[src/rtl/pcfg_pkg.sv]
package pcfg_pkg;
  parameter int unsigned NUM_PLANES = 4;
  parameter int unsigned PLANE_W    = $clog2(NUM_PLANES);
  parameter int unsigned CODE_W     = NUM_PLANES - 1;
  parameter int unsigned CFG_W      = 16;
  parameter int unsigned CODE_LSB   = 8;
  parameter int unsigned BASE_SHIFT = 4;
  parameter int unsigned BASE_W     = PLANE_W + BASE_SHIFT;

  typedef logic [PLANE_W-1:0] plane_t;
  typedef logic [CODE_W-1:0]  code_t;
endpackage

[src/rtl/pcfg_plane_map.sv]
module pcfg_plane_map
  import pcfg_pkg::*;
(
  input  code_t  code_i,
  input  plane_t plane_i,
  output plane_t part_o,
  output plane_t first_o
);
  plane_t pid_tab   [NUM_PLANES];
  plane_t first_tab [NUM_PLANES];

  // code bit k separates plane k from plane k+1
  always_comb begin
    pid_tab[0]   = '0;
    first_tab[0] = '0;
    for (int p = 1; p < NUM_PLANES; p++) begin
      pid_tab[p]   = pid_tab[p-1] + plane_t'(code_i[p-1]);
      first_tab[p] = code_i[p-1] ? plane_t'(p) : first_tab[p-1];
    end
  end

  assign part_o  = pid_tab[plane_i];
  assign first_o = first_tab[plane_i];
endmodule

[src/rtl/pcfg_cfg_reg.sv]
module pcfg_cfg_reg
  import pcfg_pkg::*;
#(
  parameter code_t RST_CODE = code_t'(1)
) (
  input  logic             clk_i,
  input  logic             rst_ni,
  input  logic             we_i,
  input  logic [CFG_W-1:0] data_i,
  input  logic             busy_i,
  output code_t            code_o
);
  always_ff @(posedge clk_i or negedge rst_ni) begin
    if (!rst_ni)              code_o <= RST_CODE;
    else if (we_i && !busy_i) code_o <= data_i[CODE_LSB +: CODE_W];
  end

  AST_CFG_FROZEN: assert property (@(posedge clk_i) disable iff (!rst_ni)
    busy_i |=> $stable(code_o));
endmodule

[src/rtl/pcfg_write_arb.sv]
module pcfg_write_arb
  import pcfg_pkg::*;
(
  input  logic   clk_i,
  input  logic   rst_ni,
  input  logic   req_i,
  input  logic   done_i,
  input  plane_t part_i,
  output logic   busy_o,
  output plane_t owner_o,
  output logic   grant_o,
  output logic   reject_o
);
  always_ff @(posedge clk_i or negedge rst_ni) begin
    if (!rst_ni) begin
      busy_o   <= 1'b0;
      owner_o  <= '0;
      grant_o  <= 1'b0;
      reject_o <= 1'b0;
    end else begin
      grant_o  <= 1'b0;
      reject_o <= 1'b0;
      if (req_i) begin
        if (busy_o) reject_o <= 1'b1;  // no queue
        else begin
          grant_o <= 1'b1;
          owner_o <= part_i;
        end
      end
      if (!busy_o && req_i)     busy_o <= 1'b1;
      else if (busy_o && done_i) busy_o <= 1'b0;
    end
  end

  AST_REJECT_WHEN_BUSY: assert property (@(posedge clk_i) disable iff (!rst_ni)
    busy_o && req_i |=> reject_o && !grant_o);
  AST_OWNER_HELD: assert property (@(posedge clk_i) disable iff (!rst_ni)
    busy_o && !done_i |=> busy_o && $stable(owner_o));
  AST_GRANT_TAKES_ENGINE: assert property (@(posedge clk_i) disable iff (!rst_ni)
    grant_o |-> busy_o);
  AST_GRANT_REJECT_EXCL: assert property (@(posedge clk_i) disable iff (!rst_ni)
    !(grant_o && reject_o));
  AST_DONE_RELEASES: assert property (@(posedge clk_i) disable iff (!rst_ni)
    busy_o && done_i |=> !busy_o);
endmodule

[src/rtl/pcfg_arbiter.sv]
module pcfg_arbiter
  import pcfg_pkg::*;
#(
  parameter bit TOP_PARAM_PART = 1'b0
) (
  input  logic              clk_i,
  input  logic              rst_ni,
  input  logic              cfg_we_i,
  input  logic [CFG_W-1:0]  cfg_data_i,
  input  logic [PLANE_W-1:0] plane_i,
  input  logic              req_i,
  input  logic              done_i,
  input  logic              id_cmd_i,
  output logic [PLANE_W-1:0] part_id_o,
  output logic              grant_o,
  output logic              reject_o,
  output logic              busy_o,
  output logic              rd_ok_o,
  output logic [BASE_W-1:0] id_base_o
);
  localparam code_t RST_CODE = TOP_PARAM_PART ? code_t'(1 << (CODE_W-1)) : code_t'(1);

  code_t  code;
  plane_t part;
  plane_t first;
  plane_t owner;
  logic   busy;

  pcfg_cfg_reg #(.RST_CODE(RST_CODE)) u_cfg (
    .clk_i  (clk_i),
    .rst_ni (rst_ni),
    .we_i   (cfg_we_i),
    .data_i (cfg_data_i),
    .busy_i (busy),
    .code_o (code)
  );

  pcfg_plane_map u_map (
    .code_i  (code),
    .plane_i (plane_i),
    .part_o  (part),
    .first_o (first)
  );

  pcfg_write_arb u_arb (
    .clk_i    (clk_i),
    .rst_ni   (rst_ni),
    .req_i    (req_i),
    .done_i   (done_i),
    .part_i   (part),
    .busy_o   (busy),
    .owner_o  (owner),
    .grant_o  (grant_o),
    .reject_o (reject_o)
  );

  always_ff @(posedge clk_i or negedge rst_ni) begin
    if (!rst_ni)       id_base_o <= '0;
    else if (id_cmd_i) id_base_o <= BASE_W'(first) << BASE_SHIFT;
  end

  assign part_id_o = part;
  assign busy_o    = busy;
  assign rd_ok_o   = !(busy && (part == owner));

  AST_ID_BASE_HOLD: assert property (@(posedge clk_i) disable iff (!rst_ni)
    !id_cmd_i |=> $stable(id_base_o));
  AST_RD_BLOCK_OWNER: assert property (@(posedge clk_i) disable iff (!rst_ni)
    !rd_ok_o |-> busy_o);
endmodule

[config.mk]
export PLATFORM = sky130hd
export DESIGN_NAME = pcfg_arbiter
export DESIGN_NICKNAME = d
export VERILOG_FILES = /design/src/rtl/pcfg_pkg.sv /design/src/rtl/pcfg_plane_map.sv /design/src/rtl/pcfg_cfg_reg.sv /design/src/rtl/pcfg_write_arb.sv /design/src/rtl/pcfg_arbiter.sv
export SDC_FILE = /design/constraint.sdc
export NUM_CORES = 1
export LEC_CHECK = 0
export BUFFER_PORTS_ARGS = -buffer_cell sky130_fd_sc_hd__buf_2
export CORE_MARGIN = 2
export CORE_UTILIZATION = 33
export CTS_CLUSTER_DIAMETER = 50
export DETAILED_ROUTE_END_ITERATION = 7
export PLACE_DENSITY = 0.64
export SYNTH_ARGS = -nofsm -noshare
export SYNTH_HDL_FRONTEND = slang
export SYNTH_SLANG_ARGS = --single-unit
[constraint.sdc]
create_clock -name clk_i -period 3.1 [get_ports clk_i]
set_input_delay 0.62 -clock clk_i [delete_from_list [all_inputs] [get_ports clk_i]]
set_output_delay 0.62 -clock clk_i [all_outputs]
set_load 0.01 [all_outputs]
==> impl_summary.md <==
Outcome
The run finished with clean final reports.

Worst setup path
The worst register-to-register path has a setup slack of 1.15 ns. The highest cell delay on the worst timing path is 0.56 ns. The slowest library cell on the worst path is dfstp_2. In this run the worst path has a maximum fanout of 4. The nature of the critical path startpoint is a flip-flop. The setup path with the least slack is of type flip-flop to output pin. The critical path data required time is 2.48 ns. The worst setup path is captured at an output pin.

The end of the worst register-to-register path is u_arb.owner_o[0]$_DFFE_PN0P_. Measured in cells, the most critical reg-to-reg path has a length of 6. The data arrival at the endpoint of the critical path is 2.10 ns. The signal on the critical path passes through inv_1 > fa_1 > nand2b_1 > a21boi_1 > o21a_1 > o211ai_1 > buf_2. In this run the critical register-to-register path is launched from u_cfg.code_o[0]$_DFFE_PN1P_.

STA
Counting I/O delays and the setup requirement, the final critical path takes about 2.7 ns. Between clock sinks in the finished design, the worst skew comes to 0.001004 ns. Setup repair after global routing left no endpoint under its margin. The count of final setup violators is 0. The setup TNS is 0 ns. The number of max-slew violations in the final report came to 0. The count of final hold-check violations is 0. Dividing the final minimum period by the clock period gives 0.8773. Hold timing on the final database bottoms out at a slack of 0.2008 ns.

The peak clock frequency supported by timing is around 0.37 GHz.

Clocking
The count of clock tree sinks is 10. The count of cells resized by post-cts repair is 0. The source-to-sink clock delay at the later pin of the worst-skew pair is 0.27 ns. Buffers inserted to repair hold after CTS numbered 0.

The clock tree root driver cell is clkbuf_4. The number of buffers on the longest clock path is 2. The count of H-tree levels built during CTS is 1. The count of buffers added by post-CTS timing repair for setup is 0. The TritonCTS clock tree is yes.

Clock-pin slew was measured on the worst setup and hold paths at 0.07 ns. Buffers inserted during clock tree synthesis total 3.

Detailed routing
The via density per instance is 4.463. The iteration count of the initial detailed-routing pass is 4. The routed layout has 424 vias. The DRC violation total after the first TritonRoute iteration is 4.

In the routed design, unresolved DRC markers number 0. In the final routed layout, each cell accounts on average for between 10 and 15 um. The count of nets left with antenna violations once routing finished came out at 0. Summed over all layers, the routed wires come to 962 um.

Place
The number of buffers added on ports is 18. The global placer's final weighted congestion is 0.6879. The wire-length estimate of the detail-placed layout is about 760 um.

Hold path
The path category of the worst min-delay check is input pin to asynchronous set/reset pin.

Power and ir drop
Summed over all cells, the static leakage comes to about 0.00035 uW. The worst ir drop on vdd is 245.9 uV. The total power density per cell area is 586.4 nW/um2.

Global routing
The total global routing overflow is 0. The number of antenna violations at the first check in global routing came to 0. The via count of the first global-routing pass is 368.

The first-pass GRT wire length is 1462 um. The maximum number of pins on one net before global-route repair is 11. The overall track demand over capacity in global routing is 0.1139.

Finish
Compared with the post-synthesis result, the final layout area differs by 21.71%. The filler cell count is 160. The net count of the finished layout is 107. The repair_antennas step left the layout with diodes totalling 0. In the final layout, the share of cells above drive strength 1 is 0.2911.

Floorplan
The die height is 44.52 um. The floorplan has 14 rows. The floorplan step defined a core boundary enclosing 1524 um2. The area enclosed by the die boundary is 1982 um2. Pin placement for this block handled 36 I/O pins.

The chip width is 44.52 um. The initial utilization of the core area, before any placement, comes to 0.3555.

Synthesis
The synthesized design contains 0 enable-type register cells. The post-synthesis register bit count is 10. The post-synthesis cell count is 58. In the synthesized netlist the async set-or-reset flop fraction comes to 1.000. For this run, the number of Yosys warnings is 0.

The post-synthesis cell type count is 24. For this run, the leading register cell type out of synthesis is dfrtp_1. Dividing the synthesized area by the synthesized cell count gives just over 9 um2. For this run, the register share of the synthesized area comes to 0.4642. The cell area that synthesis handed to floorplanning was 541.8 um2.

Job
The number of max-cap violations is 0.
-- critical path: cells and delay by family, from the launching register on --
family	cells	cell delay [ns]
flip-flops	1	0.56
adder cells (fa/ha/maj)	1	0.52
AO/OA/AOI/OAI	3	0.43
buffers and inverters	2	0.24
AND/OR/NAND/NOR	1	0.09
-- metrics by stage --
| step | cells | area, um2 | utilization | power (uW) | setup WS [ns] |
|---|---|---|---|---|---|
| 2_1_floorplan | 61 | 553.0 | - | 256.4 | 0.7731 |
| 3_3_place_gp | 91 | 633.1 | 0.4154 | 291.8 | 0.6486 |
| 3_5_place_dp | 91 | 633.1 | 0.4154 | 294.7 | 0.6486 |
| 4_1_cts | 95 | 659.4 | 0.4327 | 392.3 | 0.3530 |
| 5_1_grt | 95 | 659.4 | 0.4327 | 418.3 | 0.1970 |
| 6_report | 95 | 659.4 | 0.4327 | 386.7 | 0.3803 |
-- synth_stat cells, drive strengths merged, types with 2 or more instances --
| cell | number | area (um2) |
|---|---|---|
| o21ai | 7 | 35.03 |
| nor3 | 2 | 10.01 |
| dfrtp | 9 | 225.2 |
| buf | 4 | 30.03 |
| ha | 2 | 25.02 |
| nand2b | 2 | 12.51 |
| nand2 | 6 | 22.52 |
| inv | 8 | 30.03 |
| a21oi | 2 | 10.01 |
| nor2b | 3 | 18.77 |
-- state kept, by name, indices dropped and copies added (netlist names) --
signal          count
id_base_o           2
u_arb.busy_o        1
u_arb.grant_o       1
u_arb.owner_o       2
u_arb.reject_o      1
u_cfg.code_o        3
-- layout make-up --
class	count	area [um2]	share of cell area
multi-input combinational	39	241.5	0.3662
inverter	8	30.03	0.04554
sequential	10	251.5	0.3814
clock buffer	4	26.28	0.03985
timing repair buffer	18	90.09	0.1366
tap	16	20.02	0.03036
-- worst max path at each step --
stage                                startpoint      end  slack, ns  cells after the start
finish              u_cfg.code_o[0]$_DFFE_PN1P_  rd_ok_o       0.38                      7
detailed placement  u_cfg.code_o[0]$_DFFE_PN1P_  rd_ok_o       0.65                      7
CTS                 u_cfg.code_o[0]$_DFFE_PN1P_  rd_ok_o       0.35                      7
global placement    u_cfg.code_o[0]$_DFFE_PN1P_  rd_ok_o       0.65                      7
floorplan           u_cfg.code_o[0]$_DFFE_PN1P_  rd_ok_o       0.77                      6
global route        u_cfg.code_o[0]$_DFFE_PN1P_  rd_ok_o       0.20                      7
-- power by group --
group          switching, uW  total [uW]  leakage (uW)  internal (uW)
Clock                   46.7        96.5     0.0000150           49.8
Combinational           63.3         117      0.000213           53.9
Sequential              16.2         173      0.000124            157
-- metal layers --
metal / up-vias / global-route usage / part of all wire
li1: 223 / - / -
met3: 5 / 0.02857 / 0.074
met4: 0 / 0.1455 / 0.053
met2: 18 / 0.1594 / 0.44
met5: - / 0 / 0
met1: 178 / 0.1241 / 0.44
-- cell families (layout without fill, tap and decap cells) --
kind of cell	Yosys count	in the layout	synth area share
xor+xnor	1	1	0.01617
other cells	1	4	0.006922
simple gates	16	16	0.1478
fa+ha+maj	3	3	0.08313
buf+inv	12	30	0.1109
flops	10	10	0.4642
mux	1	1	0.02078
compound gates	14	14	0.1501
-- placed cells by master (no fill, tap or decap), drive strengths merged, types with 2 or more instances in the layout --
cell    instances
o21ai           7
nand2b          2
ha              2
clkbuf          4
buf            18
conb            4
dfrtp           9
inv             8
nor2b           3
nand2           6
a21oi           2
nor3            2
Note: power is estimated with default switching activity, not from simulation.
